`src/rtl/kwdt_pkg.sv`:
```
package kwdt_pkg;

  localparam int KEY_W = 16;

  localparam logic [KEY_W-1:0] KEY_OPEN  = 16'h5555;
  localparam logic [KEY_W-1:0] KEY_START = 16'hCCCC;
  localparam logic [KEY_W-1:0] KEY_FEED  = 16'hAAAA;

  // word indices (byte offset / 4)
  localparam int IDX_KEY  = 0;
  localparam int IDX_DIV  = 1;
  localparam int IDX_RLD  = 2;
  localparam int IDX_STAT = 3;

  // strobes from control to datapath
  typedef struct packed {
    logic divRestart;  // restart divider phase
    logic cntLoad;     // load counter from active reload
    logic runEn;       // watchdog running
    logic divWr;       // accepted write of divider code
    logic rldWr;       // accepted write of reload value
    logic divApply;    // pending divider code takes effect
    logic rldApply;    // pending reload value takes effect
  } wdtCtl_t;

endpackage

```
`src/rtl/kwdt_ctrl.sv`:
```
module kwdt_ctrl
  import kwdt_pkg::*;
#(
  parameter int ADDR_W     = 5,
  parameter int DATA_W     = 32,
  parameter int SYNC_TICKS = 3
) (
  input  logic              clk,
  input  logic              rstN,
  input  logic              busSel,
  input  logic              busWr,
  input  logic [ADDR_W-1:0] busAddr,
  input  logic [DATA_W-1:0] busWdata,
  input  logic              tick,
  output wdtCtl_t           ctl,
  output logic [1:0]        pendFlags
);

  localparam int IDX_W  = ADDR_W - 2;
  localparam int SYNC_W = $clog2(SYNC_TICKS + 1);

  logic [IDX_W-1:0] wordIdx;
  logic wrHit, keyWr, isOpen, isStart, isFeed;
  logic unlocked, running;
  logic [1:0] wrStb, applyStb;

  assign wordIdx = busAddr[ADDR_W-1:2];
  assign wrHit   = busSel && busWr && (busAddr[1:0] == 2'b00);
  assign keyWr   = wrHit && (wordIdx == IDX_W'(IDX_KEY));
  assign isOpen  = (busWdata == DATA_W'(KEY_OPEN));
  assign isStart = (busWdata == DATA_W'(KEY_START));
  assign isFeed  = (busWdata == DATA_W'(KEY_FEED));

  always_ff @(posedge clk) begin
    if (!rstN) begin
      unlocked <= 1'b0;
      running  <= 1'b0;
    end else if (keyWr) begin
      unlocked <= isOpen;
      if (isStart) running <= 1'b1;
    end
  end

  assign wrStb[0] = wrHit && unlocked && (wordIdx == IDX_W'(IDX_DIV));
  assign wrStb[1] = wrHit && unlocked && (wordIdx == IDX_W'(IDX_RLD));

  // one synchronization channel per protected register
  for (genvar ch = 0; ch < 2; ch++) begin : g_sync
    logic              pendQ;
    logic [SYNC_W-1:0] waitQ;

    always_ff @(posedge clk) begin
      if (!rstN) begin
        pendQ <= 1'b0;
        waitQ <= '0;
      end else if (wrStb[ch]) begin
        pendQ <= 1'b1;
        waitQ <= SYNC_W'(SYNC_TICKS);
      end else if (pendQ && tick) begin
        if (waitQ == SYNC_W'(1)) begin
          pendQ <= 1'b0;
          waitQ <= '0;
        end else begin
          waitQ <= waitQ - SYNC_W'(1);
        end
      end
    end

    assign pendFlags[ch] = pendQ;
    assign applyStb[ch]  = pendQ && tick && (waitQ == SYNC_W'(1)) && !wrStb[ch];
  end

  always_comb begin
    ctl            = '0;
    ctl.divRestart = keyWr && (isStart || isFeed);
    ctl.cntLoad    = keyWr && isFeed;
    ctl.runEn      = running;
    ctl.divWr      = wrStb[0];
    ctl.rldWr      = wrStb[1];
    ctl.divApply   = applyStb[0];
    ctl.rldApply   = applyStb[1];
  end

endmodule

```
`src/rtl/kwdt_dp.sv`:
```
module kwdt_dp
  import kwdt_pkg::*;
#(
  parameter int RELOAD_W  = 12,
  parameter int CODE_W    = 3,
  parameter int MAX_CODE  = 6,
  parameter int BASE_LOG2 = 2
) (
  input  logic                clk,
  input  logic                rstN,
  input  wdtCtl_t             ctl,
  input  logic [CODE_W-1:0]   divIn,
  input  logic [RELOAD_W-1:0] rldIn,
  output logic                tick,
  output logic [CODE_W-1:0]   divShadow,
  output logic [RELOAD_W-1:0] rldShadow,
  output logic                wdtReset
);

  localparam int PRE_W = BASE_LOG2 + MAX_CODE;
  localparam logic [CODE_W-1:0] MAX_CODE_V = CODE_W'(MAX_CODE);

  logic [CODE_W-1:0]   divActive, effCode;
  logic [RELOAD_W-1:0] rldActive, cnt;
  logic [PRE_W-1:0]    preCnt, divMask;
  logic [PRE_W:0]      span, spanM1;
  int                  shAmt;
  logic                expire;

  // programmed and active configuration
  always_ff @(posedge clk) begin
    if (!rstN) begin
      divShadow <= '0;
      rldShadow <= '1;
      divActive <= '0;
      rldActive <= '1;
    end else begin
      if (ctl.divWr)    divShadow <= divIn;
      if (ctl.rldWr)    rldShadow <= rldIn;
      if (ctl.divApply) divActive <= divShadow;
      if (ctl.rldApply) rldActive <= rldShadow;
    end
  end

  // divider: tick when the low bits of the phase counter are all ones
  always_comb begin
    effCode = (divActive > MAX_CODE_V) ? MAX_CODE_V : divActive;
    shAmt   = BASE_LOG2 + int'(effCode);
    span    = (PRE_W + 1)'(1) << shAmt;
    spanM1  = span - (PRE_W + 1)'(1);
    divMask = spanM1[PRE_W-1:0];
  end

  assign tick = ((preCnt & divMask) == divMask);

  always_ff @(posedge clk) begin
    if (!rstN || ctl.divRestart) preCnt <= '0;
    else                         preCnt <= preCnt + PRE_W'(1);
  end

  // down-counter and timeout pulse
  assign expire = ctl.runEn && tick && (cnt == '0) && !ctl.cntLoad;

  always_ff @(posedge clk) begin
    if (!rstN) begin
      cnt      <= '1;
      wdtReset <= 1'b0;
    end else begin
      wdtReset <= expire;
      if (ctl.cntLoad)                cnt <= rldActive;
      else if (expire)                cnt <= rldActive;
      else if (ctl.runEn && tick)     cnt <= cnt - RELOAD_W'(1);
    end
  end

endmodule

```
`src/rtl/keyed_watchdog.sv`:
```
module keyed_watchdog
  import kwdt_pkg::*;
#(
  parameter int ADDR_W     = 5,
  parameter int DATA_W     = 32,
  parameter int RELOAD_W   = 12,
  parameter int CODE_W     = 3,
  parameter int SYNC_TICKS = 3
) (
  input  logic              clk,
  input  logic              rstN,
  input  logic              busSel,
  input  logic              busWr,
  input  logic [ADDR_W-1:0] busAddr,
  input  logic [DATA_W-1:0] busWdata,
  output logic [DATA_W-1:0] busRdata,
  output logic              wdtReset
);

  localparam int IDX_W = ADDR_W - 2;

  wdtCtl_t             ctl;
  logic                tick;
  logic [1:0]          pendFlags;
  logic [CODE_W-1:0]   divShadow;
  logic [RELOAD_W-1:0] rldShadow;

  kwdt_ctrl #(
    .ADDR_W(ADDR_W), .DATA_W(DATA_W), .SYNC_TICKS(SYNC_TICKS)
  ) u_ctrl (
    .clk(clk), .rstN(rstN), .busSel(busSel), .busWr(busWr),
    .busAddr(busAddr), .busWdata(busWdata), .tick(tick),
    .ctl(ctl), .pendFlags(pendFlags)
  );

  kwdt_dp #(
    .RELOAD_W(RELOAD_W), .CODE_W(CODE_W)
  ) u_dp (
    .clk(clk), .rstN(rstN), .ctl(ctl),
    .divIn(busWdata[CODE_W-1:0]), .rldIn(busWdata[RELOAD_W-1:0]),
    .tick(tick), .divShadow(divShadow), .rldShadow(rldShadow),
    .wdtReset(wdtReset)
  );

  always_comb begin
    busRdata = '0;
    if (busSel && !busWr && busAddr[1:0] == 2'b00) begin
      case (busAddr[ADDR_W-1:2])
        IDX_W'(IDX_DIV):  busRdata = DATA_W'(divShadow);
        IDX_W'(IDX_RLD):  busRdata = DATA_W'(rldShadow);
        IDX_W'(IDX_STAT): busRdata = DATA_W'(pendFlags);
        default:          busRdata = '0;
      endcase
    end
  end

endmodule

```
`config.mk`:
```
export PLATFORM = sky130hd
export DESIGN_NAME = keyed_watchdog
export DESIGN_NICKNAME = d
export VERILOG_FILES = /design/src/rtl/kwdt_pkg.sv /design/src/rtl/kwdt_ctrl.sv /design/src/rtl/kwdt_dp.sv /design/src/rtl/keyed_watchdog.sv
export SDC_FILE = /design/constraint.sdc
export NUM_CORES = 1
export LEC_CHECK = 0
export BUFFER_PORTS_ARGS = -buffer_cell sky130_fd_sc_hd__buf_2
export CAP_MARGIN = 20
export CELL_PAD_IN_SITES_DETAIL_PLACEMENT = 1
export CELL_PAD_IN_SITES_GLOBAL_PLACEMENT = 1
export CORE_ASPECT_RATIO = 0.9
export CORE_MARGIN = 2
export CORE_UTILIZATION = 40
export DETAILED_ROUTE_END_ITERATION = 16
export HOLD_SLACK_MARGIN = 0.08
export PLACE_DENSITY_LB_ADDON = 0.3
export SLEW_MARGIN = 20
export SYNTH_ARGS = -nofsm -noshare
export SYNTH_HDL_FRONTEND = slang
export SYNTH_SLANG_ARGS = --single-unit
```
`constraint.sdc`:
```
create_clock -name clk -period 3.39 [get_ports clk]
set_input_delay 0.1695 -clock clk [delete_from_list [all_inputs] [get_ports clk]]
set_output_delay 0.1695 -clock clk [all_outputs]
set_load 0.02 [all_outputs]
```
**Word level (Yosys, flattened, before mapping)**

Cells that the tools add are included.

- Bits of input ports: 41
- Output and inout bits: 33
- Bits in registers: 59
- Logic and storage cells: 86

- Reduce and logical (&&, ||, !) cells: 37
- Equal/unequal tests: 9
- Shifts and indexed selects: 1
- Add/sub/neg operators: 6
- Mux-type cells: 18
- Bitwise logic cells: 1
- $lt $le $gt $ge: 1

Operator list:

| kind | count |
|---|---|
| 32-bit by 16-bit == test with 1-bit output, second input constant | 2 |
| 12-bit 2-to-1 mux | 4 |
| 12-bit case mux with 3 select lines | 1 |
| 32-bit by 15-bit == test with 1-bit output, second input constant | 1 |
| 1-bit by 32-bit << shifter with 8-bit output, first input constant | 1 |
| 1-bit logical AND | 19 |
| 12-bit zero test | 1 |
| 2-bit 2-to-1 mux | 6 |
| 12-bit by 1-bit subtractor with 12-bit output, second input constant | 1 |
| 8-bit by 1-bit adder with 8-bit output, second input constant | 1 |
| 8-bit AND | 1 |
| 8-bit == test | 1 |
| 2-bit nonzero test | 4 |
| 8-bit by 1-bit subtractor with 8-bit output, second input constant | 1 |
| 3-bit by 2-bit == test with 1-bit output, second input constant | 2 |
| 1-bit 2-to-1 mux | 6 |
| 2-bit AND reduction | 3 |
| 1-bit zero test | 5 |
| 2-bit by 3-bit adder with 4-bit output, first input constant | 1 |
| 2-bit by 1-bit == test with 1-bit output, second input constant | 2 |
| 2-bit by 1-bit subtractor with 2-bit output, second input constant | 2 |
| 3-bit by 1-bit == test with 1-bit output, second input constant | 1 |
| 3-bit greater-than comparator, second input constant | 1 |
| 3-bit zero test | 1 |
| 4 further kinds | 5 |

**Longest topological paths before layout**

Gate-level depths: netlist of the first run.

- Depth in word-level cells: 12
- Mapped depth: 10
- Gate-level depth less buffers: 8

**Hierarchy**

From an unflattened synthesis of the first run, not the netlist that was laid out.

- Cell total of the unflattened synthesis: 382
- Area total of the unflattened synthesis: 3347.0 um^2

Modules (own cells, without submodules):

| module | seq. area each (um^2) | times used | area each (um^2) | cells each |
|---|---|---|---|---|
| kwdt_dp | 1021.0 | 1 | 2394.8 | 269 |
| kwdt_ctrl | 160.2 | 1 | 618.1 | 69 |
| keyed_watchdog | 0.0 | 1 | 334.1 | 44 |

**Least setup slack after synthesis of the first run**

Ideal clock, no wire load.

- Path type: reg2reg
- Start point: register u_dp.divActive[1]
- End point: register u_dp.rldActive[0]
- Stages on the path, launching flop included: 10
- Clock period less this slack: 2.547 ns
- Required time: 3.261 ns
- Library setup time: 0.129 ns
- Path slack: 0.843 ns
- Arrival time: 2.418 ns
- Buffers on the path: 1
- Cells stage by stage: dfxtp_1 > inv_1 > ha_1 > nor4bb_2 > mux2_2 > nor3_4 > nand4_2 > buf_6 > mux2i_1 > nand2_1

- Word-level cells in the longest chain between the ends: 10

Ends and longest elaborated chain:

| element | RTL line | text |
|---|---|---|
| start: declaration | kwdt_dp.sv:23 | `logic [CODE_W-1:0] divActive, effCode;` |
| start signal: assignment | kwdt_dp.sv:40 | `if (ctl.divApply) divActive <= divShadow;` |
| 3-bit greater-than comparator | kwdt_dp.sv:47 | `effCode = (divActive > MAX_CODE_V) ? MAX_CODE_V : divActive;` |
| 3-bit 2-to-1 mux * | kwdt_dp.sv:47 |  |
| 2-bit by 3-bit adder with 4-bit output * | kwdt_dp.sv:48 | `shAmt = BASE_LOG2 + int'(effCode);` |
| 1-bit by 32-bit << shifter with 8-bit output * | kwdt_dp.sv:49 | `span = (PRE_W + 1)'(1) << shAmt;` |
| 8-bit by 1-bit subtractor with 8-bit output * | kwdt_dp.sv:50 | `spanM1 = span - (PRE_W + 1)'(1);` |
| 8-bit AND | kwdt_dp.sv:54 | `assign tick = ((preCnt & divMask) == divMask);` |
| 8-bit == test * | kwdt_dp.sv:54 |  |
| 1-bit logical AND * (3 in series) | kwdt_ctrl.sv:70 | `assign applyStb[ch] = pendQ && tick && (waitQ == SYNC_W'(1)) && !wrStb[ch];` |
| end signal: assignment | kwdt_dp.sv:41 | `if (ctl.rldApply) rldActive <= rldShadow;` |
| end: declaration | kwdt_dp.sv:24 | `logic [RELOAD_W-1:0] rldActive, cnt;` |

Every way passes the cells marked *; elsewhere a longest branch is shown, timed or not.
A chain may end at the register's enable or synchronous reset.

**Worst setup path in the final report of the first run**

- Start point: register u_dp.divActive[2]
- End point: register u_dp.rldActive[3]

Same word-level chain as after synthesis.

==> reports/results.ini, run 1 <==
[clock_network]
clk_pin_slew_ns=0.07
tritoncts=built
cts_made_buffers=9
htree_levels=3
clockBufferDepth=2
root_buffer=clkbuf_8
cts_setup_buffers=0
clock_latency_ns=0.35
clock-sinks=59

[worst_hold_path]
hp-class=input pin to register
hold_depth=3

[floorplanning]
dieArea_um2=8960
dieWidth_um=99.6
std_cell_rows=31
die_h_um=90.0
initial_core_util=0.409
io_pins=74
core_area_um2=8030

[drt]
wire_per_inst_um=16.4
vias=3051
first_pass_iters=4
final_antenna_net_count=0
top_layer=met4
drtIter0Drc=116
wl_met1_um=4350
drc_errors=0
routed-wl-met2_um=4440
wl_met3_um=281
totalWireLength_um=9190
via_per_inst=5.44

[yosys]
synth_flop_cell=dfxtp_1
syn_avg_cell_area_um2=8.34
synth-seq-cells=59
synthDominantCellAreaShare=0.359
syn-cell-area_um2=3290
synth-edff-count=0
ys_seq_area_frac=0.359
yosysTopAreaCell=dfxtp_1
synthCells=394
yosysWarnings=0
async_reset_ff_frac=0
synthTopCellsByArea=dfxtp_1 (36%), mux2i_1 (5.8%), nand2_1 (4.9%)
ys_types=62

[sta]
finClkSkew_ns=0.0107
setup_viol=0
slew_headroom=0.488
drv_slew=0
setup_tns_ns=0
min_period_ns=3.00
fmax_mhz=333
min_period_over_period=0.886
rsz0062_at_grt=no
hold_violations=0
worst_pin_slew_ns=0.763

[setup_path]
cp_top_family=simple AND/OR/NAND/NOR gates
required_ns=3.61
crit_type=register to register
crit_chain=inv_1, ha_1, nor4bb_2, mux2_2, nor3_4, nand4_2, mux2i_1, nand2_1
end_kind=register
cp_num_cells=8
worstPathArrival_ns=3.22
r2r_cells=8
critPathSlowestCell=nand4_2
path_max_fanout=14
path_buf_inv=1
start_kind=register
max_stage_delay_ns=0.50

[pwr]
power.density_nw_per_um2=384
irDropWorstVdd_uv=228
p_leak_nw=1.68

[global_routing]
grt_pass1_wl_um=15900
grt_antenna_before_repair=0
grt_util_all_layers=0.219
grt_max_degree=40
first_global_vias=3179
gr-total-overflow=0

[placement]
post_dp_cell_area_um2=3570
dpl.hpwl_um=6890
gp_congestion=0.786
io_buffers=53

[final_layout]
stdcell_area_um2=3880
diodes=0
fin_nets=505
layout-drive-gt1-share=0.195
syn2layout_area_growth_pct=18.0

[run_status]
outcome=finished, final reports clean

[flow_run]
drv_cap=0

==> sequential cells by signal, indices dropped and copies added (netlist names) <==
register / cells
u_dp.cnt: 12
u_dp.rldActive: 12
u_dp.rldShadow: 12
u_dp.preCnt: 8
u_ctrl.g_sync.waitQ: 4
u_dp.divActive: 3
u_dp.divShadow: 3
u_ctrl.g_sync.pendQ: 2
u_ctrl.running: 1
u_ctrl.unlocked: 1
u_dp.wdtReset: 1
==> final timing paths <==
kind | start | end | slack (ns)
worst max-delay path | u_dp.divActive[2]$_SDFFE_PN0P_ | u_dp.rldActive[3]$_SDFFE_PN1P_ | 0.39
worst min-delay path | busWdata[0] | u_dp.rldShadow[0]$_SDFFE_PN1P_ | 0.1
worst max register to register | u_dp.divActive[2]$_SDFFE_PN0P_ | u_dp.rldActive[3]$_SDFFE_PN1P_ | 0.39
worst min register to register | u_dp.preCnt[0]$_SDFF_PP0_ | u_dp.preCnt[0]$_SDFF_PP0_ | 0.48
==> area by class of cell <==
type | instances | area, µm²
clock inverter | 5 | 60.1
timing repair buffer | 67 | 393
sequential | 59 | 1180
multi-input combinational | 306 | 1920
tap | 99 | 124
inverter | 14 | 52.6
fill | 1002 | 4150
clock buffer | 11 | 151
==> metal layers <==
layer  GRT usage  vias up
met5           0        -
met4      0.0708        0
met3      0.0435       11
met2       0.362       54
met1       0.287     1482
li1            -     1504
==> metrics by stage <==
stage | util | worst slack, ns | total power [mW] | hold WS, ns | std cells
after floorplan | - | 0.843 | 0.785 | 0.293 | 413
after global placement | 0.445 | 0.511 | 0.807 | 0.413 | 536
after detailed placement | 0.445 | 0.361 | 0.810 | 0.425 | 536
after CTS | 0.482 | 0.368 | 1.51 | 0.0837 | 561
after global routing | 0.483 | 0.0896 | 1.54 | 0.107 | 561
final | 0.483 | 0.388 | 1.49 | 0.0968 | 561
==> layout by cell type (no fill, tap or decap), types with 3 or more instances in the layout <==
cell type	n
o21ai_1	10
nand3_1	22
nor2b_1	4
buf_2	53
mux2_2	4
dlygate4sd3_1	9
nor2_1	43
buf_4	5
a21oi_1	12
xor2_1	4
and2_1	11
or3_1	4
ha_1	7
dfxtp_1	59
nand2b_1	4
clkbuf_8	11
nor4bb_1	6
conb_1	20
nand4_1	16
and3_1	3
o211ai_1	5
nor3b_1	4
mux2i_1	19
a31o_1	3
nand2_1	43
nor4_1	5
a2bb2oi_1	4
inv_1	14
o21a_1	3
nor3_1	9
==> cell usage after synthesis (5+ instances only) <==
master    number
dfxtp_1       59
o21ai_1       10
nor3_1         9
a21oi_1       12
o211ai_1       5
ha_1           7
mux2i_1       19
buf_4         20
nor4_1         5
and2_1        11
nand3_1       22
nand2_1       43
inv_1         14
nor4bb_1       6
nor2_1        43
clkbuf_1       8
nand4_1       16
==> cells by family (layout without fill, tap and decap cells) <==
group,count (synthesis),count (layout),synth area share
XOR/XNOR,6,6,0.0160
multiplexers,25,25,0.0784
flip-flops,59,59,0.359
AND/OR/NAND/NOR,189,189,0.311
AO/OA/AOI/OAI,59,59,0.126
other,1,20,0.00114
adder cells (fa/ha/maj),7,7,0.0266
buffers and inverters,48,97,0.0815
==> timing repair <==
action / CTS / global route
gates resized for setup: 0 / 0
endpoints found under the hold margin: 9 / 0
hold buffers: 9 / 0
setup endpoints to repair: 0 / 0
==> where the power goes <==
group          internal, mW  total (mW)  switching, mW
Sequential            0.696       0.700        0.00424
Clock                 0.382       0.685          0.303
Combinational        0.0391       0.102         0.0633
==> worst reg2reg max path, cell delays in order (launching register included) <==
cell and delay (ns):
dfxtp_1 0.40, inv_1 0.08, ha_1 0.32, nor4bb_2 0.38, mux2_2 0.41, nor3_4 0.39, nand4_2 0.51, mux2i_1 0.32
nand2_1 0.07
Note: power is estimated with default switching activity, not from simulation.
==> inputs of run 2 (changes only) <==
--- a/config.mk
+++ b/config.mk
@@ -9,7 +9,6 @@
 export CAP_MARGIN = 20
 export CELL_PAD_IN_SITES_DETAIL_PLACEMENT = 1
 export CELL_PAD_IN_SITES_GLOBAL_PLACEMENT = 1
-export CORE_ASPECT_RATIO = 0.9
 export CORE_MARGIN = 2
 export CORE_UTILIZATION = 40
 export DETAILED_ROUTE_END_ITERATION = 16
==> run 2 against run 1 <==
  * Final cell count increased by 0.71%
  * Worst setup slack worse by 0.16 ns
  * Non-clock buffer count fell by 2
  * Die area about the same
  * Wire length grew 0.67%
  * Clock power grew 8.0%
  * Largest cell class unchanged
  * Highest routed layer unchanged
==> reports/results.ini, run 2 (synthesis gave the netlist of run 1 again) <==
[global_routing]
use_met1=0.272  ; -0.0147
grt_busiest_layer=met2
first_global_vias=3135  ; -1.4%
grt_antenna_before_repair=0  ; unchanged
grt_max_degree=40  ; unchanged
grt_util_all_layers=0.216  ; -0.00314
met3_usage=0.0327  ; -0.0108
grt_pass1_wl_um=15200  ; -4.1%
gr-usage-met2=0.372  ; +0.00970
gr-total-overflow=0  ; unchanged

[final_layout]
stdcell_count=565  ; +0.71%
fin_nets=503  ; -0.40%
final_cell_mix=dfxtp_1 (59), buf_2 (53), nor2_1 (43), nand2_1 (43), nand3_1 (22)
syn2layout_area_growth_pct=17.8
utilization=0.479  ; -0.00443
reg_top3=u_dp.cnt: 12 flops, u_dp.rldActive: 12 flops, u_dp.rldShadow: 12 flops
layout-drive-gt1-share=0.193  ; -0.00133
diodes=0  ; unchanged
stdcell_area_um2=3870  ; -0.13%
final_common_cell=dfxtp_1

[sta]
drv_slew=0  ; unchanged
min_period_over_period=0.934  ; +0.0482
setup_ws_ns=0.225  ; -0.163 ns
fmax_mhz=316  ; -5.2%
min_period_ns=3.17  ; +0.163 ns
hold_violations=0  ; unchanged
rsz0062_at_grt=no
setup_tns_ns=0  ; unchanged
finClkSkew_ns=0.0114  ; +0.000787 ns
hold_ws_ns=0.0889  ; -0.00792 ns
worst_pin_slew_ns=1.05  ; +0.286 ns
slew_headroom=0.298  ; -0.190
setup_viol=0  ; unchanged

[drt]
via_per_inst=5.49  ; +0.98%
wire_per_inst_um=16.4  ; about the same
final_antenna_net_count=0  ; unchanged
vias=3103  ; +1.7%
totalWireLength_um=9260  ; +0.67%
drc_errors=0  ; unchanged
first_pass_iters=4  ; unchanged
drtIter0Drc=123  ; +6.0%

[placement]
post_dp_cell_area_um2=3580  ; +0.21%
dpl.hpwl_um=6860  ; -0.51%
io_buffers=53  ; unchanged
place_ws_ns=0.329  ; -0.0324 ns
placed_cells=542  ; +1.1%
gp_congestion=0.814  ; +3.5%

[clock_network]
cts_made_buffers=9  ; unchanged
root_buffer=clkbuf_8
clockBufferDepth=2  ; unchanged
clock_latency_ns=0.34  ; about the same
tritoncts=built
cts_setup_buffers=0  ; unchanged
htree_levels=3  ; unchanged
clock-sinks=59  ; unchanged
clk_pin_slew_ns=0.08  ; about the same

[worst_hold_path]
hp-class=input pin to register
min_from=busWdata[9]
hold_depth=3  ; unchanged
holdPathEnd=u_dp.rldShadow[9]$_SDFFE_PN1P_

[pwr]
total_power_mw=1.54  ; +3.6%
p_leak_nw=1.67  ; -0.52%
p_int_mw=1.15  ; +3.1%
irDropWorstVdd_uv=240  ; +5.0%
p_seq_frac=0.454  ; -0.017
clkPwrFrac=0.480  ; +0.020
power.density_nw_per_um2=398  ; +3.7%
p_sw_uw=388  ; +4.8%
switching_share=0.252  ; +0.00308
combPwrFrac=0.065  ; -0.004

[flow_run]
drv_cap=0  ; unchanged

[floorplanning]
std_cell_rows=33  ; +6.5%
dieArea_um2=8960  ; about the same
dieWidth_um=94.7  ; -4.9%
initial_core_util=0.406  ; -0.00323
die_h_um=94.7  ; +5.2%
core_area_um2=8090  ; +0.79%
io_pins=74  ; unchanged

[setup_path]
reg2reg_setup_slack_ns=0.22  ; -0.16 ns
end_kind=register
required_ns=3.61  ; about the same
r2r-end=u_dp.rldActive[9]$_SDFFE_PN1P_
worstPathArrival_ns=3.38  ; +0.16 ns
start_kind=register
r2r_cells=8  ; unchanged
crit_type=register to register
reg2reg_from=u_dp.divActive[1]$_SDFFE_PN0P_
path_max_fanout=14  ; unchanged

[run_status]
outcome=finished, final reports clean

-- run 2: cell count changes in the layout (fill, tap and decap cells not counted), sizes merged --
cell         change
clkinvlp         +1
bufinv           +1
dlygate4sd3      -2
clkbuf           -2
-- run 2: cell type report --
| class | count | area (µm²) |
|---|---|---|
| Clock buffer | 9 | 124 |
| Multi-Input combinational cell | 306 | 1910 |
| Fill cell | 1050 | 4220 |
| Timing Repair Buffer | 65 | 373 |
| Inverter | 14 | 52.6 |
| Sequential cell | 59 | 1180 |
| Clock inverter | 7 | 101 |
| Tap cell | 105 | 131 |
-- run 2: how the worst max path moves through the flow --
stage / startpoint / to / cells past startpoint / slack, ns
2_1_floorplan: u_dp.divActive[1]$_SDFFE_PN0P_ / u_dp.rldActive[0]$_SDFFE_PN1P_ / 9 / 0.84
3_5_place_dp: u_dp.divActive[1]$_SDFFE_PN0P_ / u_dp.rldActive[8]$_SDFFE_PN1P_ / 8 / 0.33
4_1_cts: u_dp.divActive[1]$_SDFFE_PN0P_ / u_dp.rldActive[8]$_SDFFE_PN1P_ / 8 / 0.25
3_3_place_gp: u_dp.divActive[1]$_SDFFE_PN0P_ / u_dp.rldActive[3]$_SDFFE_PN1P_ / 8 / 0.51
5_1_grt: u_dp.divActive[1]$_SDFFE_PN0P_ / u_dp.rldActive[9]$_SDFFE_PN1P_ / 8 / 0.04
6_report: u_dp.divActive[1]$_SDFFE_PN0P_ / u_dp.rldActive[9]$_SDFFE_PN1P_ / 8 / 0.22
-- run 2: power groups by stage --
| stage | Sequential, mW | Combinational, mW | Clock, mW |
|---|---|---|---|
| global route | 0.700 | 0.111 | 0.783 |
| CTS | 0.700 | 0.0999 | 0.756 |
| floorplan | 0.715 | 0.0704 | 0 |
| global placement | 0.716 | 0.0916 | 0 |
| finish | 0.700 | 0.101 | 0.740 |
| detailed placement | 0.716 | 0.0932 | 0 |
-- run 2: critical path, cell delays in order (launching register included) --
cell	delay, ns
dfxtp_1	0.44
inv_1	0.08
ha_1	0.34
nor4bb_2	0.43
mux2_2	0.42
nor3_4	0.37
nand4_2	0.52
mux2i_1	0.35
nand2_1	0.08
-- run 2: repair_timing --
| action | 4_1_cts | 5_1_grt |
|---|---|---|
| endpoints found under the hold margin | 7 | 0 |
| hold buffers | 7 | 0 |
| gates resized for setup | 0 | 0 |
-- run 2: per-layer routing --
layer	vias up	share of wire
met5	-	0
met3	14	0.031
met1	1524	0.46
met4	0	0.020
li1	1498	-
met2	67	0.49
